### src/rtl/acq_trig_pkg.sv
package acq_trig_pkg;

  // Encoding of the sync trigger select bit.
  typedef enum logic {
    SYNC_LOW_LEVEL = 1'b0,
    SYNC_RISE_EDGE = 1'b1
  } sync_kind_e;

  // Clock cycles per tick, never below one.
  function automatic int tick_len(input longint clk_hz, input longint tick_ms);
    longint cyc;
    cyc = (clk_hz * tick_ms) / 1000;
    if (cyc < 1) cyc = 1;
    return int'(cyc);
  endfunction

endpackage

### src/rtl/acq_tick_prescaler.sv
module acq_tick_prescaler #(
  parameter int TICK_CYCLES = 16000
) (
  input  logic clk,
  input  logic rst_n,
  input  logic clr,
  output logic tick
);
  localparam int CW = (TICK_CYCLES > 1) ? $clog2(TICK_CYCLES) : 1;
  localparam logic [CW-1:0] LAST = CW'(TICK_CYCLES - 1);

  logic [CW-1:0] cnt_q, cnt_d;

  assign tick = (cnt_q == LAST);

  always_comb begin
    if (clr || tick) cnt_d = '0;
    else             cnt_d = cnt_q + 1'b1;
  end

  always_ff @(posedge clk or negedge rst_n) begin
    if (!rst_n) cnt_q <= '0;
    else        cnt_q <= cnt_d;
  end
endmodule

### src/rtl/acq_elapsed_tracker.sv
module acq_elapsed_tracker #(
  parameter int RPT_W = 4
) (
  input  logic             clk,
  input  logic             rst_n,
  input  logic             clr,
  input  logic             tick,
  input  logic [RPT_W-1:0] repeat_val,
  output logic             due
);
  localparam logic [RPT_W-1:0] SAT = '1;

  logic [RPT_W-1:0] elapsed_q, elapsed_d;
  logic             cnt_en;
  logic [RPT_W:0]   elapsed_ahead;

  assign cnt_en        = tick && (elapsed_q != SAT);
  assign elapsed_ahead = {1'b0, elapsed_q} + 1'b1;

  // Due now, or due as this tick completes the interval.
  assign due = (elapsed_q >= repeat_val) ||
               (tick && (elapsed_ahead >= {1'b0, repeat_val}));

  always_comb begin
    if (clr)         elapsed_d = '0;
    else if (cnt_en) elapsed_d = elapsed_q + 1'b1;
    else             elapsed_d = elapsed_q;
  end

  always_ff @(posedge clk or negedge rst_n) begin
    if (!rst_n) elapsed_q <= '0;
    else        elapsed_q <= elapsed_d;
  end
endmodule

### src/rtl/acq_sync_front.sv
module acq_sync_front #(
  parameter int SYNC_STAGES = 2
) (
  input  logic clk,
  input  logic rst_n,
  input  logic sync_raw,
  output logic sync_lvl,
  output logic sync_rise
);
  logic [SYNC_STAGES-1:0] stage_q;
  logic                   prev_q;

  // Idle-high reset so a line held high gives no edge.
  for (genvar g = 0; g < SYNC_STAGES; g++) begin : g_stage
    logic d;
    if (g == 0) begin : g_first
      assign d = sync_raw;
    end else begin : g_next
      assign d = stage_q[g-1];
    end
    always_ff @(posedge clk or negedge rst_n) begin
      if (!rst_n) stage_q[g] <= 1'b1;
      else        stage_q[g] <= d;
    end
  end

  assign sync_lvl  = stage_q[SYNC_STAGES-1];
  assign sync_rise = sync_lvl && !prev_q;

  always_ff @(posedge clk or negedge rst_n) begin
    if (!rst_n) prev_q <= 1'b1;
    else        prev_q <= sync_lvl;
  end
endmodule

### src/rtl/acq_trigger_sched.sv
module acq_trigger_sched
  import acq_trig_pkg::*;
#(
  parameter int CLK_HZ      = 1000000,
  parameter int TICK_MS     = 16,
  parameter int RPT_W       = 4,
  parameter int SYNC_STAGES = 2
) (
  input  logic             clk,
  input  logic             rst_n,
  input  logic             timed_en,
  input  logic             sync_edge_sel,
  input  logic [RPT_W-1:0] repeat_val,
  input  logic             sync_in,
  input  logic             cycle_done,
  output logic             start_pulse,
  output logic             sync_pin_used
);
  localparam int TICK_CYCLES = tick_len(CLK_HZ, TICK_MS);

  logic       tick, due, sync_lvl, sync_rise;
  logic       busy_q, busy_d, pend_q, pend_d, start_q, start_d;
  logic       req, fire;
  sync_kind_e kind;

  assign kind = sync_kind_e'(sync_edge_sel);

  acq_tick_prescaler #(.TICK_CYCLES(TICK_CYCLES)) u_presc (
    .clk(clk), .rst_n(rst_n), .clr(fire), .tick(tick)
  );

  acq_elapsed_tracker #(.RPT_W(RPT_W)) u_elapsed (
    .clk(clk), .rst_n(rst_n), .clr(fire), .tick(tick),
    .repeat_val(repeat_val), .due(due)
  );

  acq_sync_front #(.SYNC_STAGES(SYNC_STAGES)) u_sync (
    .clk(clk), .rst_n(rst_n), .sync_raw(sync_in),
    .sync_lvl(sync_lvl), .sync_rise(sync_rise)
  );

  // Trigger request by source.
  always_comb begin
    if (timed_en)                    req = due;
    else if (kind == SYNC_RISE_EDGE) req = sync_rise || pend_q;
    else                             req = !sync_lvl;
  end

  assign fire = req && !busy_q;

  always_comb begin
    start_d = fire;
    if (fire)            busy_d = 1'b1;
    else if (cycle_done) busy_d = 1'b0;
    else                 busy_d = busy_q;

    if (timed_en || kind != SYNC_RISE_EDGE) pend_d = 1'b0;
    else if (fire)                          pend_d = 1'b0;
    else if (sync_rise)                     pend_d = 1'b1;
    else                                    pend_d = pend_q;
  end

  always_ff @(posedge clk or negedge rst_n) begin
    if (!rst_n) begin
      start_q <= 1'b0;
      busy_q  <= 1'b0;
      pend_q  <= 1'b0;
    end else begin
      start_q <= start_d;
      busy_q  <= busy_d;
      pend_q  <= pend_d;
    end
  end

  assign start_pulse   = start_q;
  assign sync_pin_used = !timed_en;
endmodule

### config.mk
export PLATFORM = sky130hd
export DESIGN_NAME = acq_trigger_sched
export DESIGN_NICKNAME = d
export VERILOG_FILES = /design/src/rtl/acq_trig_pkg.sv /design/src/rtl/acq_tick_prescaler.sv /design/src/rtl/acq_elapsed_tracker.sv /design/src/rtl/acq_sync_front.sv /design/src/rtl/acq_trigger_sched.sv
export SDC_FILE = /design/constraint.sdc
export NUM_CORES = 1
export LEC_CHECK = 0
export ABC_CLOCK_PERIOD_IN_PS = 6050
export BUFFER_PORTS_ARGS = -buffer_cell sky130_fd_sc_hd__buf_2
export CORE_ASPECT_RATIO = 1.1
export CORE_MARGIN = 2
export CORE_UTILIZATION = 35
export DETAILED_ROUTE_END_ITERATION = 8
export HOLD_SLACK_MARGIN = 0.08
export PLACE_DENSITY_LB_ADDON = 0.12
export SLEW_MARGIN = 10
export SYNTH_ARGS = -nofsm -noshare
export SYNTH_HDL_FRONTEND = slang
export SYNTH_SLANG_ARGS = --single-unit
### constraint.sdc
create_clock -name clk -period 6.05 [get_ports clk]
set_input_delay 0.605 -clock clk [delete_from_list [all_inputs] [get_ports clk]]
set_output_delay 0.605 -clock clk [all_outputs]
set_load 0.02 [all_outputs]
==> results.tsv <==
metric	value	unit
DR vias	977	
DRT antenna net count	0	
DIE WIDTH	62.9	um
pwr dens	252	nW/um2
RSZ-0062 raised after global routing	no	
Fin Hold WS	0.303	ns
# port buffers	11	
worst slew pin tran	0.575	ns
fin area	1510	um2
HP Class	input pin to async pin	
final setup violating endpoints	0	
final WL	2.44	mm
DPL Wire Length	1.86	mm
Die Y	68.8	um
Layout area overhead	13.3	%
CTS Buf Count	3	
Pre-Repair DR Iteration Count	4	
CTS Hold Buffers Added	0	
Final Cycle Share	36.7	%
Starting Density	36.6	%
total chip power	381	uW
clk sinks	24	
Via density	4.93	
Final Max Tran Viols	0	
# diodes	0	
crit-path max FO	5	
initial antenna violation count	0	
largest net degree at the start of global routing	25	
CP arrival	2.40	ns
Critical-path top delay cell	dfrtp_1	
setup slack after layout	3.83	ns
Synth Net Count	154	
syn avg cell area	9.97	um2
CP required	6.23	ns
Crit Path Class	register to register	
vias in the first global route	1060	
grt ovf	0	
io pins	12	
First DRT Iteration DRCs	30	
Overall Global Routing Usage	13.0	%
root buffer cell	clkbuf_8	
global-route track usage on met3	2.11	%
fin crit period	2.22	ns
Syn Inst Count	134	
first-pass GRT wire length	4.35	mm
core area	3650	um2
Fin. Hold Viols	0	
Critical Path Source Type	register	
cell family with most CP delay	compound AO/OA/AOI/OAI gates	
Post-layout nets	169	
worst r2r src	u_elapsed.elapsed_q[0]$_DFFE_PN0P_	
CTS tree	yes	
CP Capture Type	register	
drt wl/cell	12.3	um
GR Util met2	25.5	%
YS warnings	0	
Max-Slew Margin vs Limit	61.6	%
CTS Buffer Depth	2	
Die ar.	4330	um2
Critical Path Max Stage Delay	0.43	ns
H-tree levels	1	
GRT Max-Usage Layer	met2	
CTS clk-pin slew, worst paths	0.09	ns
Final Skew	0.00519	ns
CTS resizes	0	
Peak VDD IR	0.117	mV
pre-CTS setup slack	3.76	ns
crit path launch	u_elapsed.elapsed_q[0]$_DFFE_PN0P_	
# fillers	407	
max cap viols	0	
mapped cell area	1340	um2
DP Area	1440	um2
Cell Chain, Critical Path	ha_1, xor2_1, ha_1, o21ai_0, a21oi_1, o22ai_1, o21ai_0, a211oi_1	
layout cells sized above 1	18.2	%
worst path bufs/invs	0	
FMAX	0.451	GHz
GR Layer Usage met1	13.6	%
Distinct cells, synth	35	
Sequential Area	604	um2
DRC viols	0	
cell row count	23	
register area share after synthesis	45.2	%
RePlAce Congestion	0.770	
FF+latch count, synth	24	
Setup Fix Bufs, Post-CTS	0	
area of the multi-input gates	687	um2
status	finished clean	
worst skew pair latency	0.27	ns
Leak	0.000705	uW
Setup TNS	0	ns
[synth_stat cells]
library cell	instances	area, um2
dfrtp_1	21	526
nor2_1	20	75.1
ha_1	10	125
inv_1	9	33.8
nand2_1	9	33.8
a21oi_1	8	40.0
xnor2_1	7	61.3
xor2_1	6	52.6
nand3_1	5	25.0
nand4_1	4	25.0
dfstp_2	3	78.8
nand2b_1	3	18.8
nor3_1	3	15.0
o21ai_0	3	15.0
and4_1	2	17.5
or3_1	2	12.5
a211o_1	1	8.76
a211oi_1	1	7.51
a211oi_2	1	12.5
a21bo_2	1	10.0
a21o_1	1	7.51
a311oi_1	1	8.76
and3_1	1	6.26
buf_6	1	11.3
nand4_2	1	12.5
nor2_2	1	6.26
nor2b_1	1	6.26
nor3b_2	1	12.5
nor4b_2	1	15.0
o21a_1	1	7.51
o21ai_2	1	8.76
o22ai_1	1	6.26
o22ai_2	1	12.5
o31ai_1	1	7.51
or4b_4	1	13.8
[metrics by stage]
step / instances / utilization, %
floorplan: 134 / -
global placement: 194 / 39.5
detailed placement: 194 / 39.5
CTS: 198 / 41.4
global route: 198 / 41.4
finish: 198 / 41.4
[cell usage in the layout, fill, tap and decap left out]
cell type	Yosys	layout
ha_1	10	10
o21ai_2	1	1
o31ai_1	1	1
xnor2_1	7	7
or3_1	2	2
o21ai_0	3	3
nand2b_1	3	3
a21o_1	1	1
a211oi_1	1	1
o22ai_1	1	1
bufinv_16	0	1
inv_1	9	9
nor2_2	1	1
a311oi_1	1	1
nor2b_1	1	1
and4_1	2	2
nand2_1	9	9
or4b_4	1	1
a21bo_2	1	1
nor4b_2	1	1
xor2_1	6	6
a211oi_2	1	1
nor2_1	20	20
nor3b_2	1	1
dfrtp_1	21	21
o22ai_2	1	1
nand4_1	4	4
nand4_2	1	1
a211o_1	1	1
and3_1	1	1
dfstp_2	3	3
nor3_1	3	3
buf_2	0	11
o21a_1	1	1
clkbuf_8	0	3
nand3_1	5	5
a21oi_1	8	8
[path summary, 6_finish.rpt]
kind | end | slack [ns] | depth (start not counted)
max | u_elapsed.elapsed_q[2]$_DFFE_PN0P_ | 3.83 | 8
min in group clk | u_sync.sync_lvl$_DFF_PN1_ | 0.36 | 0
min reg2reg | u_sync.sync_lvl$_DFF_PN1_ | 0.36 | 0
max reg2reg | u_elapsed.elapsed_q[2]$_DFFE_PN0P_ | 3.83 | 8
max in group asynchronous | u_sync.prev_q$_DFF_PN1_ | 5.38 | 1
min | u_presc.cnt_q[1]$_DFF_PN0_ | 0.30 | 1
[registers in the layout, summed over array words and instances, names as in the netlist]
register and cells:
start_pulse 1, u_elapsed.elapsed_q 4, u_sync.prev_q 1, u_sync.g_stage.d 1
busy_q 1, u_sync.sync_lvl 1, pend_q 1, u_presc.cnt_q 14
[cells by family (layout without fill, tap and decap cells)]
family                     after synthesis  in the layout  share of synthesized area (%)
xor gates and xnor gates                13             13                           8.52
buffers and inverters                   10             24                           3.37
and+or+nand+nor                         55             55                           22.1
adders and majority gates               10             10                           9.36
DFF                                     24             24                           45.2
AOI/OAI and AO/OA                       22             22                           11.4
[report_power, final]
part	leakage, uW	internal, uW	switching (uW)
clock network	0.0000357	88.5	52.7
logic	0.000353	20.7	29.9
registers	0.000317	175	13.8
total	0.000705	285	96.4
[final cells by class]
class	instances	share of cell area, %
multi-input cells	100	45.4
clock inverters	1	1.98
flip-flops and latches	24	39.9
clock buffers	3	2.73
repair buffers	11	3.64
well taps	50	4.13
inverters	9	2.23
[per-layer routing]
metal	share of wire, %	wire length (um)	up-vias
met5	0	0	-
met4	2.2	53	0
met3	2.6	64	9
met2	52	1260	16
met1	44	1060	459
li1	-	-	493
Note: power is estimated with default switching activity, not from simulation.
